$ cat config.mk
export PLATFORM = sky130hd
export DESIGN_NAME = eprom_prog_seq
export DESIGN_NICKNAME = d
export VERILOG_FILES = /design/src/rtl/eprom_seq_pkg.sv /design/src/rtl/eprom_seq_timer.sv /design/src/rtl/eprom_seq_word.sv /design/src/rtl/eprom_prog_seq.sv
export SDC_FILE = /design/constraint.sdc
export NUM_CORES = 1
export LEC_CHECK = 0
export BUFFER_PORTS_ARGS = -buffer_cell sky130_fd_sc_hd__buf_2
export CAP_MARGIN = 20
export CORE_ASPECT_RATIO = 1.75
export CORE_MARGIN = 2
export CORE_UTILIZATION = 35
export CTS_CLUSTER_SIZE = 14
export DETAILED_ROUTE_END_ITERATION = 8
export GPL_TIMING_DRIVEN = 1
export HOLD_SLACK_MARGIN = 0.06
export SYNTH_ARGS = -nofsm -noshare
export SYNTH_HDL_FRONTEND = slang
export SYNTH_SLANG_ARGS = --single-unit
$ cat constraint.sdc
create_clock -name clk -period 3.9 [get_ports clk]
set_clock_uncertainty 0.15 [all_clocks]
set_input_delay 0.975 -clock clk [delete_from_list [all_inputs] [get_ports clk]]
set_output_delay 0.975 -clock clk [all_outputs]
set_load 0.05 [all_outputs]
$ cat src/rtl/eprom_seq_pkg.sv
// Shared types for the programming sequencer.
// Assumes nothing beyond SystemVerilog enum support.
package eprom_seq_pkg;

    // Sequencer states: three sweeps plus supply transitions.
    typedef enum logic [3:0] {
        S_IDLE,
        S_RAISE,
        S_P1_FETCH,
        S_P1_PULSE,
        S_P2_FETCH,
        S_P2_RECOV,
        S_P2_READ,
        S_P2_PULSE,
        S_LOWER,
        S_P3_FETCH,
        S_P3_READ,
        S_ABORT
    } seq_state_t;

endpackage

$ cat src/rtl/eprom_seq_timer.sv
// Down-counting interval timer.
// A load sets the count to (interval - 1); the count then falls to zero and
// holds there, so a state entered with a load lasts exactly the interval.
// Assumes every interval loaded is at least one cycle.
module eprom_seq_timer #(
    parameter int CNT_W = 16
) (
    input  logic             clk,
    input  logic             rst_n,
    input  logic             load,
    input  logic [CNT_W-1:0] load_val,
    output logic             zero
);

    logic [CNT_W-1:0] cnt_q;

    // Load on request, otherwise count down to zero and stay.
    always_ff @(posedge clk) begin
        if (!rst_n)
            cnt_q <= '0;
        else if (load)
            cnt_q <= load_val;
        else if (cnt_q != '0)
            cnt_q <= cnt_q - 1'b1;
    end

    assign zero = (cnt_q == '0);

endmodule

$ cat src/rtl/eprom_seq_word.sv
// Holds the word taken from the host for the current address and
// compares it with the device read data.
// Assumes the caller captures exactly once per address per sweep.
module eprom_seq_word #(
    parameter int DATA_W = 16
) (
    input  logic              clk,
    input  logic              rst_n,
    input  logic              capture,
    input  logic [DATA_W-1:0] host_word,
    input  logic [DATA_W-1:0] rd_word,
    output logic [DATA_W-1:0] word,
    output logic              match
);

    logic [DATA_W-1:0] word_q;

    // Capture the host word on an accepted handshake.
    always_ff @(posedge clk) begin
        if (!rst_n)
            word_q <= '0;
        else if (capture)
            word_q <= host_word;
    end

    assign word  = word_q;
    assign match = (rd_word == word_q);

endmodule

$ cat src/rtl/eprom_prog_seq.sv
// Programming sequencer for a one-time-programmable word memory.
// Sweep 1 pulses each word once; sweep 2 verifies and re-pulses up to
// MAX_RETRY times; sweep 3 compares all words with the supplies lowered.
// Assumes the host returns the same word for an address on every sweep and
// that all cycle-count parameters are at least 1.
module eprom_prog_seq
    import eprom_seq_pkg::*;
#(
    parameter int ADDR_W     = 16,
    parameter int DATA_W     = 16,
    parameter int PULSE_CYC  = 25000,
    parameter int SETTLE_CYC = 2500,
    parameter int RECOV_CYC  = 250,
    parameter int READ_CYC   = 16,
    parameter int MAX_RETRY  = 10
) (
    input  logic              clk,
    input  logic              rst_n,
    input  logic              start,
    output logic              busy,
    output logic              done,
    output logic              pass,
    output logic [ADDR_W-1:0] fail_addr,
    output logic              host_req,
    output logic [ADDR_W-1:0] host_addr,
    input  logic              host_valid,
    input  logic [DATA_W-1:0] host_data,
    output logic [ADDR_W-1:0] dev_addr,
    output logic [DATA_W-1:0] dev_wdata,
    input  logic [DATA_W-1:0] dev_rdata,
    output logic              dev_oe,
    output logic              dev_pgm,
    output logic              vcc_prog_en,
    output logic              vpp_en
);

    localparam int T_A   = (PULSE_CYC > SETTLE_CYC) ? PULSE_CYC : SETTLE_CYC;
    localparam int T_B   = (RECOV_CYC > READ_CYC) ? RECOV_CYC : READ_CYC;
    localparam int T_MAX = (T_A > T_B) ? T_A : T_B;
    localparam int CNT_W = $clog2(T_MAX + 1);
    localparam int RTY_W = $clog2(MAX_RETRY + 1);
    localparam logic [ADDR_W-1:0] LAST_ADDR = {ADDR_W{1'b1}};

    seq_state_t        state_q, state_d;
    logic [ADDR_W-1:0] addr_q;
    logic [RTY_W-1:0]  retry_q;
    logic              done_q, pass_q;
    logic [ADDR_W-1:0] fail_q;
    logic              tmr_load, tmr_zero;
    logic [CNT_W-1:0]  tmr_val;
    logic              take_word, word_match, last_addr, retry_full;

    assign take_word  = host_req && host_valid;
    assign last_addr  = (addr_q == LAST_ADDR);
    assign retry_full = (retry_q == RTY_W'(MAX_RETRY));

    eprom_seq_timer #(.CNT_W(CNT_W)) u_timer (
        .clk      (clk),
        .rst_n    (rst_n),
        .load     (tmr_load),
        .load_val (tmr_val),
        .zero     (tmr_zero)
    );

    eprom_seq_word #(.DATA_W(DATA_W)) u_word (
        .clk       (clk),
        .rst_n     (rst_n),
        .capture   (take_word),
        .host_word (host_data),
        .rd_word   (dev_rdata),
        .word      (dev_wdata),
        .match     (word_match)
    );

    // Next-state selection across the three sweeps.
    always_comb begin
        state_d = state_q;
        case (state_q)
            S_IDLE:     if (start)      state_d = S_RAISE;
            S_RAISE:    if (tmr_zero)   state_d = S_P1_FETCH;
            S_P1_FETCH: if (host_valid) state_d = S_P1_PULSE;
            S_P1_PULSE: if (tmr_zero)   state_d = last_addr ? S_P2_FETCH : S_P1_FETCH;
            S_P2_FETCH: if (host_valid) state_d = S_P2_RECOV;
            S_P2_RECOV: if (tmr_zero)   state_d = S_P2_READ;
            S_P2_READ:
                if (tmr_zero) begin
                    if (word_match)      state_d = last_addr ? S_LOWER : S_P2_FETCH;
                    else if (retry_full) state_d = S_ABORT;
                    else                 state_d = S_P2_PULSE;
                end
            S_P2_PULSE: if (tmr_zero)   state_d = S_P2_RECOV;
            S_LOWER:    if (tmr_zero)   state_d = S_P3_FETCH;
            S_P3_FETCH: if (host_valid) state_d = S_P3_READ;
            S_P3_READ:
                if (tmr_zero)
                    state_d = (!word_match || last_addr) ? S_IDLE : S_P3_FETCH;
            S_ABORT:    if (tmr_zero)   state_d = S_IDLE;
            default:                    state_d = S_IDLE;
        endcase
    end

    // Interval for the timed state being entered.
    always_comb begin
        tmr_load = (state_d != state_q);
        case (state_d)
            S_RAISE, S_LOWER, S_ABORT: tmr_val = CNT_W'(SETTLE_CYC - 1);
            S_P1_PULSE, S_P2_PULSE:    tmr_val = CNT_W'(PULSE_CYC - 1);
            S_P2_RECOV:                tmr_val = CNT_W'(RECOV_CYC - 1);
            S_P2_READ, S_P3_READ:      tmr_val = CNT_W'(READ_CYC - 1);
            default:                   tmr_val = '0;
        endcase
    end

    // State, address and retry registers.
    always_ff @(posedge clk) begin
        if (!rst_n) begin
            state_q <= S_IDLE;
            addr_q  <= '0;
            retry_q <= '0;
        end else begin
            state_q <= state_d;
            case (state_q)
                S_IDLE:     addr_q <= '0;
                S_P1_PULSE: if (tmr_zero) addr_q <= addr_q + 1'b1;
                S_P2_FETCH: retry_q <= '0;
                S_P2_READ:
                    if (tmr_zero) begin
                        if (word_match)       addr_q  <= addr_q + 1'b1;
                        else if (!retry_full) retry_q <= retry_q + 1'b1;
                    end
                S_P3_READ:
                    if (tmr_zero && word_match && !last_addr)
                        addr_q <= addr_q + 1'b1;
                default: ;
            endcase
        end
    end

    // Result registers: cleared on start, set when a run ends.
    always_ff @(posedge clk) begin
        if (!rst_n) begin
            done_q <= 1'b0;
            pass_q <= 1'b0;
            fail_q <= '0;
        end else begin
            case (state_q)
                S_IDLE:
                    if (start) begin
                        done_q <= 1'b0;
                        pass_q <= 1'b0;
                        fail_q <= '0;
                    end
                S_P2_READ:
                    if (tmr_zero && !word_match && retry_full)
                        fail_q <= addr_q;
                S_ABORT:
                    if (tmr_zero) done_q <= 1'b1;
                S_P3_READ:
                    if (tmr_zero) begin
                        if (!word_match) begin
                            fail_q <= addr_q;
                            done_q <= 1'b1;
                        end else if (last_addr) begin
                            pass_q <= 1'b1;
                            done_q <= 1'b1;
                        end
                    end
                default: ;
            endcase
        end
    end

    // Pin and status decode from the registered state.
    always_comb begin
        busy        = (state_q != S_IDLE);
        host_req    = (state_q == S_P1_FETCH) || (state_q == S_P2_FETCH) ||
                      (state_q == S_P3_FETCH);
        dev_pgm     = (state_q == S_P1_PULSE) || (state_q == S_P2_PULSE);
        dev_oe      = (state_q == S_P2_READ) || (state_q == S_P3_READ);
        vcc_prog_en = (state_q == S_RAISE) || (state_q == S_P1_FETCH) ||
                      (state_q == S_P1_PULSE) || (state_q == S_P2_FETCH) ||
                      (state_q == S_P2_RECOV) || (state_q == S_P2_READ) ||
                      (state_q == S_P2_PULSE);
        vpp_en      = vcc_prog_en;
    end

    assign host_addr = addr_q;
    assign dev_addr  = addr_q;
    assign done      = done_q;
    assign pass      = pass_q;
    assign fail_addr = fail_q;

endmodule

* Yosys cells after proc, flatten, opt, wreduce, memory -nomap -nowiden *
Memories as Yosys holds them, arrays and structs flattened.
Cells that the tools add are included.

word-level totals
  register bits after elaboration = 73
  ROM bits = 192
  input bits = 36
  output and inout port bits = 72
  word-level logic and storage cells = 117
  memories kept = 1

operators by class
  add/sub/neg operators = 3
  equality and inequality tests = 29
  muxes and demuxes = 43
  reductions and logical operators = 33

memory list
  memory           words  bits a word  read ports  clocked after Yosys merged registers in  write ports  RTL line               source
  (no name shown)  16     12           1           0                                        0            eprom_prog_seq.sv:105  case (state_d)

operators by type and width
  kind                     number
  $mux W16                 8
  $mux W4                  19
  $pmux W16 S4             1
  $pmux W16 S3             1
  $pmux W4 S12             1
  $mux W15                 2
  $ne A2 B2 Y1 const B     13
  $eq A4 B4 Y1 const B     5
  $reduce_and A5 Y1        4
  $add A16 B1 Y16 const B  1
  $eq A16 B16 Y1           1
  $eq A16 B16 Y1 const B   1
  $eq A4 B3 Y1 const B     4
  $logic_not A15 Y1        1
  $reduce_bool A15 Y1      1
  $sub A15 B1 Y15 const B  1
  $logic_or A1 B1 Y1       11
  $eq A4 B2 Y1 const B     2
  $pmux W4 S2              1
  $reduce_bool A4 Y1       2
  $mux W1                  7
  $reduce_bool A2 Y1       3
  $reduce_bool A3 Y1       2
  $logic_and A1 B1 Y1      5
  10 further kinds         11

* Longest topological paths before layout *
Gate-level depths: netlist of run 1.

  depth in word-level cells = 8
  depth in mapped cells = 14
  gate-level depth less buffers = 13

* Modules after synthesis *
From an unflattened synthesis of run 1, not the netlist that was laid out.

second synthesis, totals
  cells, all modules = 503
  area, all modules = 4,349.2 um^2

modules (own cells, without submodules)
  module           times used  cells an instance  area an instance (um^2)  seq. area each (um^2)
  eprom_prog_seq   1           330                2,707.6                  840.8
  eprom_seq_timer  1           101                853.3                    300.3
  eprom_seq_word   1           72                 788.3                    320.3

* Worst setup path after synthesis of run 1 *
Ideal clock, no wire load.

  kind = input to register
  start = input port dev_rdata[5]
  end = register u_timer.cnt_q[8]
  setup time = 86 ps
  arrival = 3,228 ps
  data required time = 3,664 ps
  setup slack = 437 ps
  stages = 10
  buffers on the path = 1
  cell sequence = xnor2_1 -> nand4_1 -> nor4_1 -> buf_2 -> nor2_1 -> nor4_1 -> ha_1 -> nor2_1 -> and3b_1 -> a211oi_1

between the ends
  word-level cells in the longest chain between the ends = 8
  elaborated cells between the ends (all ways) = 12
  classes of those cells = 2 x eq/ne; 6 x mux; 3 x reduce/logical; 1 x memory

RTL lines
  item                                             RTL line               source
  start, declared                                  eprom_prog_seq.sv:30   input logic [DATA_W-1:0] dev_rdata,
  $eq A16 B16 Y1 *                                 eprom_seq_word.sv:27   assign match = (rd_word == word_q);
  $logic_not A1 Y1                                 n/a
  $logic_or A1 B1 Y1                               eprom_prog_seq.sv:96   state_d = (!word_match || last_addr) ? S_IDLE : S_P3_FETCH;
  $mux W4                                          eprom_prog_seq.sv:96
  $mux W4                                          eprom_prog_seq.sv:95   if (tmr_zero)
  $pmux W4 S12 *                                   eprom_prog_seq.sv:78   case (state_q)
  $mem_v2 Z16 W12 or $ne A4 B4 Y1 (tied branches)  n/a
  $mux W15 or $reduce_bool A2 Y1 (tied branches)   n/a
  end signal, assigned                             eprom_seq_timer.sv:22  cnt_q <= load_val;
  end signal, assigned                             eprom_seq_timer.sv:24  cnt_q <= cnt_q - 1'b1;
  end, declared                                    eprom_seq_timer.sv:15  logic [CNT_W-1:0] cnt_q;

Every way passes the cells marked *; elsewhere a longest branch is shown, timed or not.
A chain may end at the register's enable or synchronous reset.

* Worst setup path in the final report of run 1 *
  start = register u_timer.cnt_q[0]
  end = register u_timer.cnt_q[8]

between the ends
  word-level cells in the longest chain between the ends = 5
  elaborated cells between the ends (all ways) = 17
  classes of those cells = 1 x add/sub; 1 x eq/ne; 11 x mux; 3 x reduce/logical; 1 x memory

RTL lines
  item                                             RTL line               source
  $logic_not A15 Y1 *                              eprom_seq_timer.sv:27  assign zero = (cnt_q == '0);
  $mux W4, or another cell as far along            eprom_prog_seq.sv:97   S_ABORT: if (tmr_zero) state_d = S_IDLE;
  $pmux W4 S12 *                                   eprom_prog_seq.sv:78
  net state_d[1]                                   eprom_prog_seq.sv:44   seq_state_t state_q, state_d;
  $mem_v2 Z16 W12 or $ne A4 B4 Y1 (tied branches)  n/a
  $mux W15 or $reduce_bool A2 Y1 (tied branches)   n/a

The timed path passes the listed nets; every way through them passes the cells marked *. The select of a mux whose other input is x is not followed.

==> key figures, run 1 <==
Clock tree
  • Maximum clock path buffer count: 2
  • CTS H-tree depth: 3
  • Post-CTS setup buffers: 0
  • Clk_lat worst skew: 0.34 ns
  • Post_cts resized: 0
  • Number of CTS-inserted buffers: 9
  • CTS root buf: clkbuf_16
  • Hold Buf Count CTS: 0
  • Clock sinks: 73
  • Clk slew on worst S/H paths: roughly 0.060 ns
  • CTS tree: done

Power and ir drop
  • Net Sw Power: 1.28 mW
  • Internal power: between 1.5 and 2 mW
  • Net Sw Frac: 39.6%
  • Clock power frac: 29.6%
  • Power Dens Cells: 650 mW/mm^2
  • Peak supply drop: approximately 410 uV
  • Total Power: 3.24 mW
  • Combinational fraction of design power: 40.4%
  • Sequential power share: 29.9%
  • Leak: 2.17 nW

Logic synthesis
  • Post-synth top area cell: dfxtp_1
  • Synth unique cells: 55
  • Sequential fraction of the synthesis area: 35.9%
  • Most common cell in the synthesized netlist: dfxtp_1
  • Avg Cell Area, Syn: a little over 8 sq um
  • Compound-Gate Fraction of Synth Area: a little over an eighth
  • Post-synthesis mux area share: 4.71%
  • Top cells by count, synth: dfxtp_1 (73), nor2_1 (67), nand2_1 (51)
  • Simple logic cell fraction of the synthesized area: between 20% and 30%
  • Cells after synthesis: 497
  • EDFF count, synth: 0
  • Post-Syn Area: around 0.0041 sq mm
  • Post-Synth XOR/XNOR Area: 9.70%
  • Top cell type's share of synthesized area: 35.9%
  • Syn_nets: 544
  • Flops & latches, synth: 73
  • Post-Synth Adder-Cell Area: 3.39%
  • Top_reg_cell synth: dfxtp_1
  • Largest family of logic cells by synthesized area: simple AND/OR/NAND/NOR gates
  • Async S/R FF share, synth: 0%
  • Yosys warning count: 0
  • Synth area leaders: dfxtp_1 (36%), nor2_1 (6.2%), xnor2_1 (5.8%), a21oi_1 (4.8%), nand2_1 (4.7%)

Finish
  • # fillers: 1,161
  • Ant. Diodes: 0
  • Synthesis-to-finish area growth: 22.6%
  • Nets: 632
  • Multi-input logic area: 0.00235 sq mm
  • Share of layout cells above drive strength 1: 24.7%
  • Final Cell Area: 0.00498 sq mm
  • Seq. cell area: 0.00146 sq mm

Route
  • DR vias/cell: roughly 5.2
  • Iter 0 DRT Violations: 143
  • Final ANT Viol Nets: 0
  • Post-DR wirelength/cell: 14.7 um
  • WL final: 10.7 mm
  • DRC Markers: 0
  • Via count: 3,789
  • First-pass DRT Iterations: 4

Placement
  • Pre-CTS WS: 0.181 ns
  • Port Buffers: 107
  • DP Area: 0.00464 sq mm
  • Final GP Congestion: 0.842
  • Post-DP HPWL: 7.92 mm

Setup path
  • RR Endpoint: u_timer.cnt_q[8]$_SDFFE_PN0P_
  • CP delay by family, top: simple AND/OR/NAND/NOR gates
  • Worst path max stage delay: 0.54 ns
  • Setup crit start kind: register
  • CP startpoint: u_timer.cnt_q[0]$_SDFFE_PN0P_
  • Crit. path cell count: 13
  • R2R cell count: 13
  • CP cell instances: inv_1 > ha_1 > nor2b_1 > and4_1 > a21oi_1 > o21bai_1 > o22ai_1 > a211o_1 > inv_1 > ha_1 > nor2_1 > and3b_1 > a211oi_1
  • Setup slack, reg-to-reg: ~0.47 ns
  • CP Max Fanout: 11
  • WP data required: roughly 4 ns
  • Kind of critical path: reg -> reg
  • Crit path arrival time: 3.53 ns
  • Slowest-stage cell, CP: and4_1
  • Worst reg2reg startpoint: u_timer.cnt_q[0]$_SDFFE_PN0P_
  • Crit path to: u_timer.cnt_q[8]$_SDFFE_PN0P_
  • Crit end category: register
  • CP Buf/Inv Count: 2

Min path
  • Hold depth: 2
  • Worst hold path class: reg -> reg

Timing
  • Worst-Margin Slew: around 0.87 ns
  • Final cycle utilization of the critical path: 88.0%
  • # setup viols final: 0
  • Setup ws final: between 0.4 and 0.5 ns
  • Max Fclk: 291 MHz
  • Hold slack final: 0.296 ns
  • Slew Limit Fails: 0
  • Final Hold Viols: 0
  • Tmin final: 3.43 ns
  • Max_slew headroom: ~42%
  • RSZ-0062 raised after global routing: no
  • Setup TNS: 0 ns

GRT
  • Met2 Track Usage GR: between 30% and 40%
  • Layer carrying the most global-route usage: met2
  • Pin count of the biggest net entering global routing: 47
  • Vias in the first global route: 3,654
  • First-pass GRT wire length: 17.2 mm
  • Met1 usage: 17.8%
  • Gr usage total: 17.1%
  • Antenna violations before repair: 0
  • Global route overflow: 0
  • GR met3 Demand/Resource: 3.34%

Run
  • Max Cap Violations: 0

Floorplan
  • Die height: around 150 um
  • Cell Rows: 52
  • CORE AREA: about 0.011 sq mm
  • Initial cell density of the core: a little over a third
  • Num ports: 108
  • Die Wd: 85.5 um
  • Die area: 0.0125 sq mm

Outcome
  • Status: finished, final reports clean
-- worst min path at each step --
stage,from,end,slack (ns)
2_1_floorplan,retry_q[3]$_SDFFE_PN0P_,retry_q[3]$_SDFFE_PN0P_,0.30
3_5_place_dp,fail_addr[6]$_SDFFE_PN0P_,fail_addr[6]$_SDFFE_PN0P_,0.29
4_1_cts,fail_addr[7]$_SDFFE_PN0P_,fail_addr[7]$_SDFFE_PN0P_,0.30
5_1_grt,fail_addr[8]$_SDFFE_PN0P_,fail_addr[8]$_SDFFE_PN0P_,0.31
6_report,fail_addr[6]$_SDFFE_PN0P_,fail_addr[6]$_SDFFE_PN0P_,0.30
3_3_place_gp,fail_addr[6]$_SDFFE_PN0P_,fail_addr[6]$_SDFFE_PN0P_,0.29
-- kinds of logic (layout without fill, tap and decap cells) --
kind of cell / Yosys count / after routing
AND/OR/NAND/NOR: 210 / 210
buffers and inverters: 53 / 146
AO/OA/AOI/OAI: 86 / 86
multiplexers: 19 / 19
flip-flops: 73 / 73
XOR/XNOR: 45 / 45
adder cells (fa/ha/maj): 11 / 11
-- placed cells by master, fill, tap and decap left out, types with 9 or more instances in the layout --
master	Yosys	routed
xor2_1	18	18
nand4_1	12	12
nand2_1	51	51
nor2_1	67	67
mux2i_1	18	18
inv_1	9	9
or3_1	9	9
xnor2_1	27	27
buf_4	17	11
buf_2	5	107
ha_1	11	11
a21oi_1	39	39
clkbuf_16	0	9
dfxtp_1	73	73
nand3_1	32	32
o21ai_0	14	14
-- flip-flops by register name, indices dropped and copies added, names as in the netlist --
name           flops
dev_addr          16
done               1
fail_addr         16
pass               1
retry_q            4
state_q            4
u_timer.cnt_q     15
u_word.word       16
-- worst reg2reg max path: cells and delay by family, from the launching register on --
family | cells | cell delay (ns)
adder cells (fa/ha/maj) | 2 | 0.41
AO/OA/AOI/OAI | 5 | 1.01
buffers and inverters | 2 | 0.24
flip-flops | 1 | 0.35
AND/OR/NAND/NOR | 4 | 1.21
-- cell type report --
type / instances / area share, %
Tap cell: 135 / 3.39
Sequential cell: 73 / 29.3
Clock inverter: 5 / 2.06
Clock buffer: 11 / 4.87
Timing Repair Buffer: 118 / 12.4
Inverter: 12 / 0.904
Multi-Input combinational cell: 371 / 47.1
-- metal layers --
metal	up-vias	routed length (um)
met5	-	0
met4	0	290
met3	21	522
met2	126	5810
met1	1753	4060
li1	1889	-
-- stage by stage --
stage,util [%],cells
2_1_floorplan,-,497
3_3_place_gp,40.5,709
3_5_place_dp,40.5,709
4_1_cts,43.5,725
5_1_grt,43.5,725
6_report,43.5,725
-- power groups by stage --
stage	Sequential (mW)	Combinational (mW)	Clock [mW]
after detailed placement	0.985	1.31	0
after global routing	0.984	1.45	1.00
after CTS	0.970	1.32	0.978
final	0.970	1.31	0.959
after floorplan	1.01	0.988	0
after global placement	0.981	1.30	0
(Power assumes the default switching activity.)
==> run 2, diff against run 1 <==
- ABC_AREA: default -> 1
==> run 2 against run 1 <==
First-iteration DRC count rose by 2.8%. Flip-flop and latch count did not move. Cell count rose by 33%. Cell area rose by 8.5%. Critical endpoint is now dev_addr[6]$_SDFFE_PN0P_. Global-route usage rose by 3.1 points. Largest cell class unchanged. Critical path type is now in -> reg. Non-clock buffer count fell by 6.
==> key figures, run 2 <==
Outcome
  • Status: finished, final reports clean (unchanged)

Setup path
  • Kind of critical path: in -> reg (was reg -> reg)
  • Crit path arrival time: 3.32 ns (was 3.53 ns)
  • Slowest-stage cell, CP: nand2_1 (was and4_1)
  • Crit end category: register (unchanged)
  • CP Buf/Inv Count: 1 (was 2)
  • Worst path max stage delay: 0.37 ns (was 0.54 ns)
  • Setup crit start kind: input pin (was register)
  • CP delay by family, top: simple AND/OR/NAND/NOR gates (unchanged)
  • CP Max Fanout: 13 (was 11)
  • Most used cell, CP: nor2_1
  • WP data required: 3.95 ns (was 4.00 ns)
  • CP cell instances: buf_2 > nor2_1 > nor2_1 > nor2_1 > nand2_1 > nor2_1 > nand3_1 > o21ai_0 > nand2_1 > nor2_1 > nand2_1 > o21ai_0 > a21boi_0 (was inv_1 > ha_1 > nor2b_1 > and4_1 > a21oi_1 > o21bai_1 > o22ai_1 > a211o_1 > inv_1 > ha_1 > nor2_1 > and3b_1 > a211oi_1)

GRT
  • Global route overflow: 0 (unchanged)
  • Pin count of the biggest net entering global routing: 51 (was 47)
  • Gr usage total: 20.3% (was 17.1%)
  • First-pass GRT wire length: 21.6 mm (was 17.2 mm)
  • Antenna violations before repair: 1 (was 0)
  • Vias in the first global route: 4,489 (was 3,654)

Floorplan
  • CORE AREA: 0.0125 sq mm (was 0.0115 sq mm)
  • Die area: 0.0138 sq mm (was 0.0125 sq mm)
  • Num ports: 108 (unchanged)
  • Initial cell density of the core: 35.9% (was 35.5%)
  • Cell Rows: 54 (was 52)
  • Die Wd: 89.6 um (was 85.5 um)
  • Die height: 154 um (was 147 um)

Logic synthesis
  • Synth unique cells: 40 (was 55)
  • Most common cell in the synthesized netlist: nand2_1 (was dfxtp_1)
  • Synth area leaders: dfxtp_1 (33%), nand2_1 (16%), nor2_1 (7.4%), inv_1 (7.2%), a21oi_1 (6.0%) (was dfxtp_1 (36%), nor2_1 (6.2%), xnor2_1 (5.8%), a21oi_1 (4.8%), nand2_1 (4.7%))
  • Yosys warning count: 0 (unchanged)
  • EDFF count, synth: 0 (unchanged)
  • Post-Syn Area: 0.00449 sq mm (was 0.00407 sq mm)
  • Async S/R FF share, synth: 0% (unchanged)
  • Avg Cell Area, Syn: 6.44 sq um (was 8.18 sq um)
  • Flops & latches, synth: 73 (unchanged)
  • Top_reg_cell synth: dfxtp_1 (unchanged)
  • Top cells by count, synth: nand2_1 (188), nor2_1 (88), inv_1 (86) (was dfxtp_1 (73), nor2_1 (67), nand2_1 (51))
  • Syn_nets: 744 (was 544)
  • Top cell type's share of synthesized area: 32.6% (was 35.9%)
  • Cells after synthesis: 697 (was 497)
  • Post-synth top area cell: dfxtp_1 (unchanged)
  • Sequential fraction of the synthesis area: 32.6% (was 35.9%)

Placement
  • Post-DP HPWL: 10.5 mm (was 7.92 mm)
  • Final GP Congestion: 0.891 (was 0.842)
  • Post-placement cell count: 944 (was 709)
  • Port Buffers: 107 (unchanged)
  • Pre-CTS WS: 0.278 ns (was 0.181 ns)

Power and ir drop
  • Total Power: 3.33 mW (was 3.24 mW)
  • Power Dens Cells: 615 mW/mm^2 (was 650 mW/mm^2)
  • Peak supply drop: 256 uV (was 413 uV)
  • Leak: 2.59 nW (was 2.17 nW)

Clock tree
  • CTS H-tree depth: 3 (unchanged)
  • Post_cts resized: 0 (unchanged)
  • Maximum clock path buffer count: 2 (unchanged)
  • Number of CTS-inserted buffers: 9 (unchanged)
  • CTS root buf: clkbuf_16 (unchanged)
  • Post-CTS setup buffers: 0 (unchanged)
  • Clk_lat worst skew: 0.34 ns (about the same)
  • Hold Buf Count CTS: 0 (unchanged)
  • CTS tree: done (unchanged)
  • Clock sinks: 73 (unchanged)
  • Clk slew on worst S/H paths: 0.06 ns (about the same)

Timing
  • Setup ws final: 0.630 ns (was 0.467 ns)
  • Final cycle utilization of the critical path: 83.9% (was 88.0%)
  • Max_slew headroom: 55.8% (was 42.1%)
  • Setup TNS: 0 ns (unchanged)
  • Tmin final: 3.27 ns (was 3.43 ns)
  • # setup viols final: 0 (unchanged)
  • Max Fclk: 306 MHz (was 291 MHz)
  • Worst-Margin Slew: 0.663 ns (was 0.867 ns)
  • RSZ-0062 raised after global routing: no (unchanged)
  • Slew Limit Fails: 0 (unchanged)
  • Final Hold Viols: 0 (unchanged)

Route
  • First-pass DRT Iterations: 4 (unchanged)
  • Wl on met1: 4.77 mm (was 4.06 mm)
  • WL final: 13.6 mm (was 10.7 mm)
  • DRC Markers: 0 (unchanged)
  • Post-DR wirelength/cell: 14.1 um (was 14.7 um)
  • Highest routed layer: met4 (unchanged)
  • DR vias/cell: 4.82 (was 5.23)
  • Iter 0 DRT Violations: 147 (was 143)
  • Via count: 4,631 (was 3,789)
  • Met3 Wirelength: 538 um (was 522 um)
  • DR WL met2: 7.83 mm (was 5.81 mm)
  • Final ANT Viol Nets: 0 (unchanged)

Finish
  • Nets: 834 (was 632)
  • Commonest non-fill, non-tap cell in the layout: nand2_1 (was buf_2)
  • Non-filler cells, final: 961 (was 725)
  • Share of layout cells above drive strength 1: 20.5% (was 24.7%)
  • Synthesis-to-finish area growth: 20.5% (was 22.6%)
  • Final design utilization: 43.3% (was 43.5%)
  • Commonest cells after routing, fill and taps aside: nand2_1 (188), buf_2 (107), nor2_1 (88) (was buf_2 (107), dfxtp_1 (73), nor2_1 (67))

Run
  • Max Cap Violations: 0 (unchanged)

Min path
  • Worst hold path class: reg -> reg (unchanged)
## run 2: changes by cell type in the layout (fill, tap and decap cells not counted), moves of 8 or more
cell / before / now
nand3_1: 32 / 50
xnor2_1: 27 / 8
inv_1: 9 / 86
xor2_1: 18 / 8
nor2_1: 67 / 88
mux2i_1: 18 / 0
o21ai_0: 14 / 22
or3_1: 9 / 0
a21oi_1: 39 / 54
nand2_1: 51 / 188
## run 2: cell families after synthesis
| family | count (synthesis) | synth area share [%] |
|---|---|---|
| compound gates | 95 | 11.9 |
| xor+xnor | 16 | 3.12 |
| fa+ha+maj | 11 | 3.07 |
| buf+inv | 124 | 12.3 |
| flops | 73 | 32.6 |
| simple gates | 378 | 37.1 |
## run 2: path summary, 6_finish.rpt
path	startpoint	to	slack [ns]	cells after the start
worst max-delay path	dev_rdata[13]	dev_addr[6]$_SDFFE_PN0P_	0.63	13
worst min-delay path	done$_SDFFE_PN0P_	done$_SDFFE_PN0P_	0.31	2
worst max register to register	u_timer.cnt_q[0]$_SDFFE_PN0P_	dev_addr[6]$_SDFFE_PN0P_	0.83	13
worst min register to register	done$_SDFFE_PN0P_	done$_SDFFE_PN0P_	0.31	2
## run 2: metal layers
| layer | global-route usage, % | vias up |
|---|---|---|
| met2 | 38.9 | 97 |
| met4 | 9.38 | 0 |
| met1 | 19.5 | 2120 |
| met3 | 4.03 | 35 |
| li1 | - | 2379 |
| met5 | 0 | - |
## run 2: worst min-delay path: stages (launching register included)
cell and delay [ns]:
dfxtp_1 0.31, inv_1 0.05, a211oi_1 0.06
## run 2: per-stage QoR
stage | hold WS (ns) | area, sq um
2_1_floorplan | 0.307 | 4490
3_3_place_gp | 0.301 | 5060
3_5_place_dp | 0.300 | 5060
4_1_cts | 0.314 | 5400
5_1_grt | 0.335 | 5410
6_report | 0.311 | 5410
## run 2: report_power, final
group	internal [mW]	switching [mW]
Sequential	0.829	0.0920
Clock	0.625	0.337
Combinational	0.454	0.990
Total	1.91	1.42
## run 2: cell type report
class | instances | area (sq um)
Fill cell | 1358 | 7090
Multi-Input combinational cell | 500 | 2470
Sequential cell | 73 | 1460
Timing Repair Buffer | 112 | 573
Inverter | 91 | 343
Clock buffer | 9 | 225
Tap cell | 168 | 210
Clock inverter | 7 | 119
Antenna cell | 1 | 2.50
==> run 3, diff against run 2 <==
- ABC_AREA: 1 -> 0
- clock period: 3.9 -> 2.9 ns (I/O delays scaled with it)
==> run 3 against run 2 <==
Power is 49% higher. Flip-flop and latch count stayed put. Die area is 9.1% lower. Register-to-register slack worse by 0.74 ns. Count of clock-buffer cells in the layout is 3 higher. Sequential share of layout area is 0.30 points lower. Critical path depth is 1 lower. Largest cell class unchanged.
==> key figures, run 3 (synthesis results as in run 1) <==
Setup path
  • WP data required: 3.02 ns (was 3.95 ns)
  • Slowest-stage cell, CP: or3_1 (was nand2_1)
  • CP Max Fanout: 13 (unchanged)
  • CP cell instances: inv_1 > ha_1 > nor2b_1 > buf_4 > nand4_2 > nor2_1 > and3_1 > nor3_1 > nand4_1 > buf_4 > or3_1 > a21oi_1 (was buf_2 > nor2_1 > nor2_1 > nor2_1 > nand2_1 > nor2_1 > nand3_1 > o21ai_0 > nand2_1 > nor2_1 > nand2_1 > o21ai_0 > a21boi_0)
  • Crit end category: register (unchanged)
  • CP delay by family, top: simple AND/OR/NAND/NOR gates (unchanged)
  • Crit path arrival time: 2.93 ns (was 3.32 ns)
  • Setup crit start kind: register (was input pin)
  • Worst path max stage delay: 0.34 ns (was 0.37 ns)
  • Kind of critical path: reg -> reg (was in -> reg)
  • CP Buf/Inv Count: 3 (was 1)
  • Most used cell, CP: buf_4 (was nor2_1)

Timing
  • Worst-Margin Slew: 0.634 ns (was 0.663 ns)
  • Max Fclk: 355 MHz
  • RSZ-0062 raised after global routing: yes (was no)
  • Setup ws final: 0.0864 ns (was 0.630 ns)
  • Max_slew headroom: 57.5% (was 55.8%)
  • # setup viols final: 0 (unchanged)
  • Hold slack final: 0.299 ns (was 0.311 ns)
  • Slew Limit Fails: 0 (unchanged)
  • Tmin final: 2.81 ns
  • Final Hold Viols: 0 (unchanged)
  • Final cycle utilization of the critical path: 97.0%
  • Setup TNS: 0 ns (unchanged)

GRT
  • Vias in the first global route: 3,980 (was 4,489)
  • Gr usage total: 19.0% (was 20.3%)
  • Pin count of the biggest net entering global routing: 32 (was 51)
  • First-pass GRT wire length: 19.0 mm (was 21.6 mm)
  • Antenna violations before repair: 0 (was 1)
  • Global route overflow: 0 (unchanged)

Outcome
  • Status: finished, final reports clean (unchanged)

Finish
  • Final design utilization: 48.6% (was 43.3%)
  • Ant. Diodes: 0 (was 1)
  • Synthesis-to-finish area growth: 36.9% (was 20.5%)
  • Nets: 697 (was 834)
  • # fillers: 1,131 (was 1,358)
  • Commonest non-fill, non-tap cell in the layout: buf_2 (was nand2_1)
  • Commonest cells after routing, fill and taps aside: buf_2 (107), buf_4 (74), nor2_1 (66) (was nand2_1 (188), buf_2 (107), nor2_1 (88))
  • Share of layout cells above drive strength 1: 36.5% (was 20.5%)

Floorplan
  • Num ports: 108 (unchanged)
  • Die height: 147 um (was 154 um)
  • CORE AREA: 0.0115 sq mm (was 0.0125 sq mm)
  • Initial cell density of the core: 35.5% (was 35.9%)
  • Die Wd: 85.5 um (was 89.6 um)
  • Cell Rows: 52 (was 54)
  • Die area: 0.0125 sq mm (was 0.0138 sq mm)

Clock tree
  • Clk_lat worst skew: 0.34 ns (about the same)
  • CTS root buf: clkbuf_16 (unchanged)
  • Number of CTS-inserted buffers: 9 (unchanged)
  • Clock sinks: 73 (unchanged)
  • Clk slew on worst S/H paths: 0.06 ns (about the same)
  • CTS H-tree depth: 3 (unchanged)
  • Maximum clock path buffer count: 2 (unchanged)
  • CTS tree: done (unchanged)

Placement
  • Post-DP HPWL: 9.01 mm (was 10.5 mm)
  • Pre-CTS WS: -0.169 ns (was 0.278 ns)
  • Final GP Congestion: 0.922 (was 0.891)
  • Port Buffers: 107 (unchanged)

Route
  • DR vias/cell: 5.24 (was 4.82)
  • Post-DR wirelength/cell: 15.4 um (was 14.1 um)
  • Final ANT Viol Nets: 0 (unchanged)
  • First-pass DRT Iterations: 6 (was 4)
  • Iter 0 DRT Violations: 302 (was 147)
  • Via count: 4,143 (was 4,631)
  • DRC Markers: 0 (unchanged)
  • WL final: 12.1 mm (was 13.6 mm)

Power and ir drop
  • Leak: 2.52 nW (was 2.59 nW)
  • Peak supply drop: 416 uV (was 256 uV)
  • Power Dens Cells: 889 mW/mm^2 (was 615 mW/mm^2)

Run
  • Max Cap Violations: 0 (unchanged)

Min path
  • Worst hold path class: reg -> reg (unchanged)
## run 3: worst paths after layout
kind                                       from                        endpoint  slack (ns)  cells past startpoint
hold / removal        fail_addr[9]$_SDFFE_PN0P_       fail_addr[9]$_SDFFE_PN0P_        0.30                      2
setup reg to reg  u_timer.cnt_q[0]$_SDFFE_PN0P_  u_timer.cnt_q[14]$_SDFFE_PN0P_        0.09                     12
hold reg to reg       fail_addr[9]$_SDFFE_PN0P_       fail_addr[9]$_SDFFE_PN0P_        0.30                      2
setup / recovery  u_timer.cnt_q[0]$_SDFFE_PN0P_  u_timer.cnt_q[14]$_SDFFE_PN0P_        0.09                     12
## run 3: through the flow
step / std cells / power, mW / area [sq um]
3_5_place_dp: 760 / 3.46 / 5120
4_1_cts: 776 / 4.71 / 5450
3_3_place_gp: 760 / 3.41 / 5120
6_report: 790 / 4.95 / 5570
2_1_floorplan: 497 / 2.75 / 4160
5_1_grt: 790 / 5.23 / 5570
## run 3: power by group
group	leakage, nW	internal, mW	switching [mW]
Combinational	1.76	1.06	1.38
Sequential	0.601	1.13	0.151
Clock	0.155	0.800	0.428
Total	2.52	2.99	1.96
## run 3: final cells by class
cell class	count	area, sq um	share of cell area (%)
clock inverter	4	75.1	1.35
tap	135	169	3.04
inverter	12	45.0	0.809
sequential	73	1490	26.7
timing repair buffer	182	1110	20.0
clock buffer	12	256	4.61
multi-input combinational	372	2420	43.5
## run 3: timing repair
item	CTS	global route
pin swaps	0	5
buffers inserted	0	12
hold buffers	0	0
gates resized for setup	1	2
setup endpoints to repair	1	12
cloned	0	1
## run 3: per-layer routing
layer | wire, um | part of all wire, % | vias up | GRT usage [%]
li1 | - | - | 2021 | -
met1 | 4580 | 38 | 1924 | 20.3
met2 | 6370 | 52 | 170 | 34.7
met3 | 691 | 5.7 | 28 | 3.90
met4 | 499 | 4.1 | 0 | 8.97
met5 | 0 | 0 | - | 0
## run 3: worst min-delay path, stage by stage (launching register included)
cell and delay, ns:
dfxtp_1 0.30, nand2_1 0.05, a21oi_1 0.05
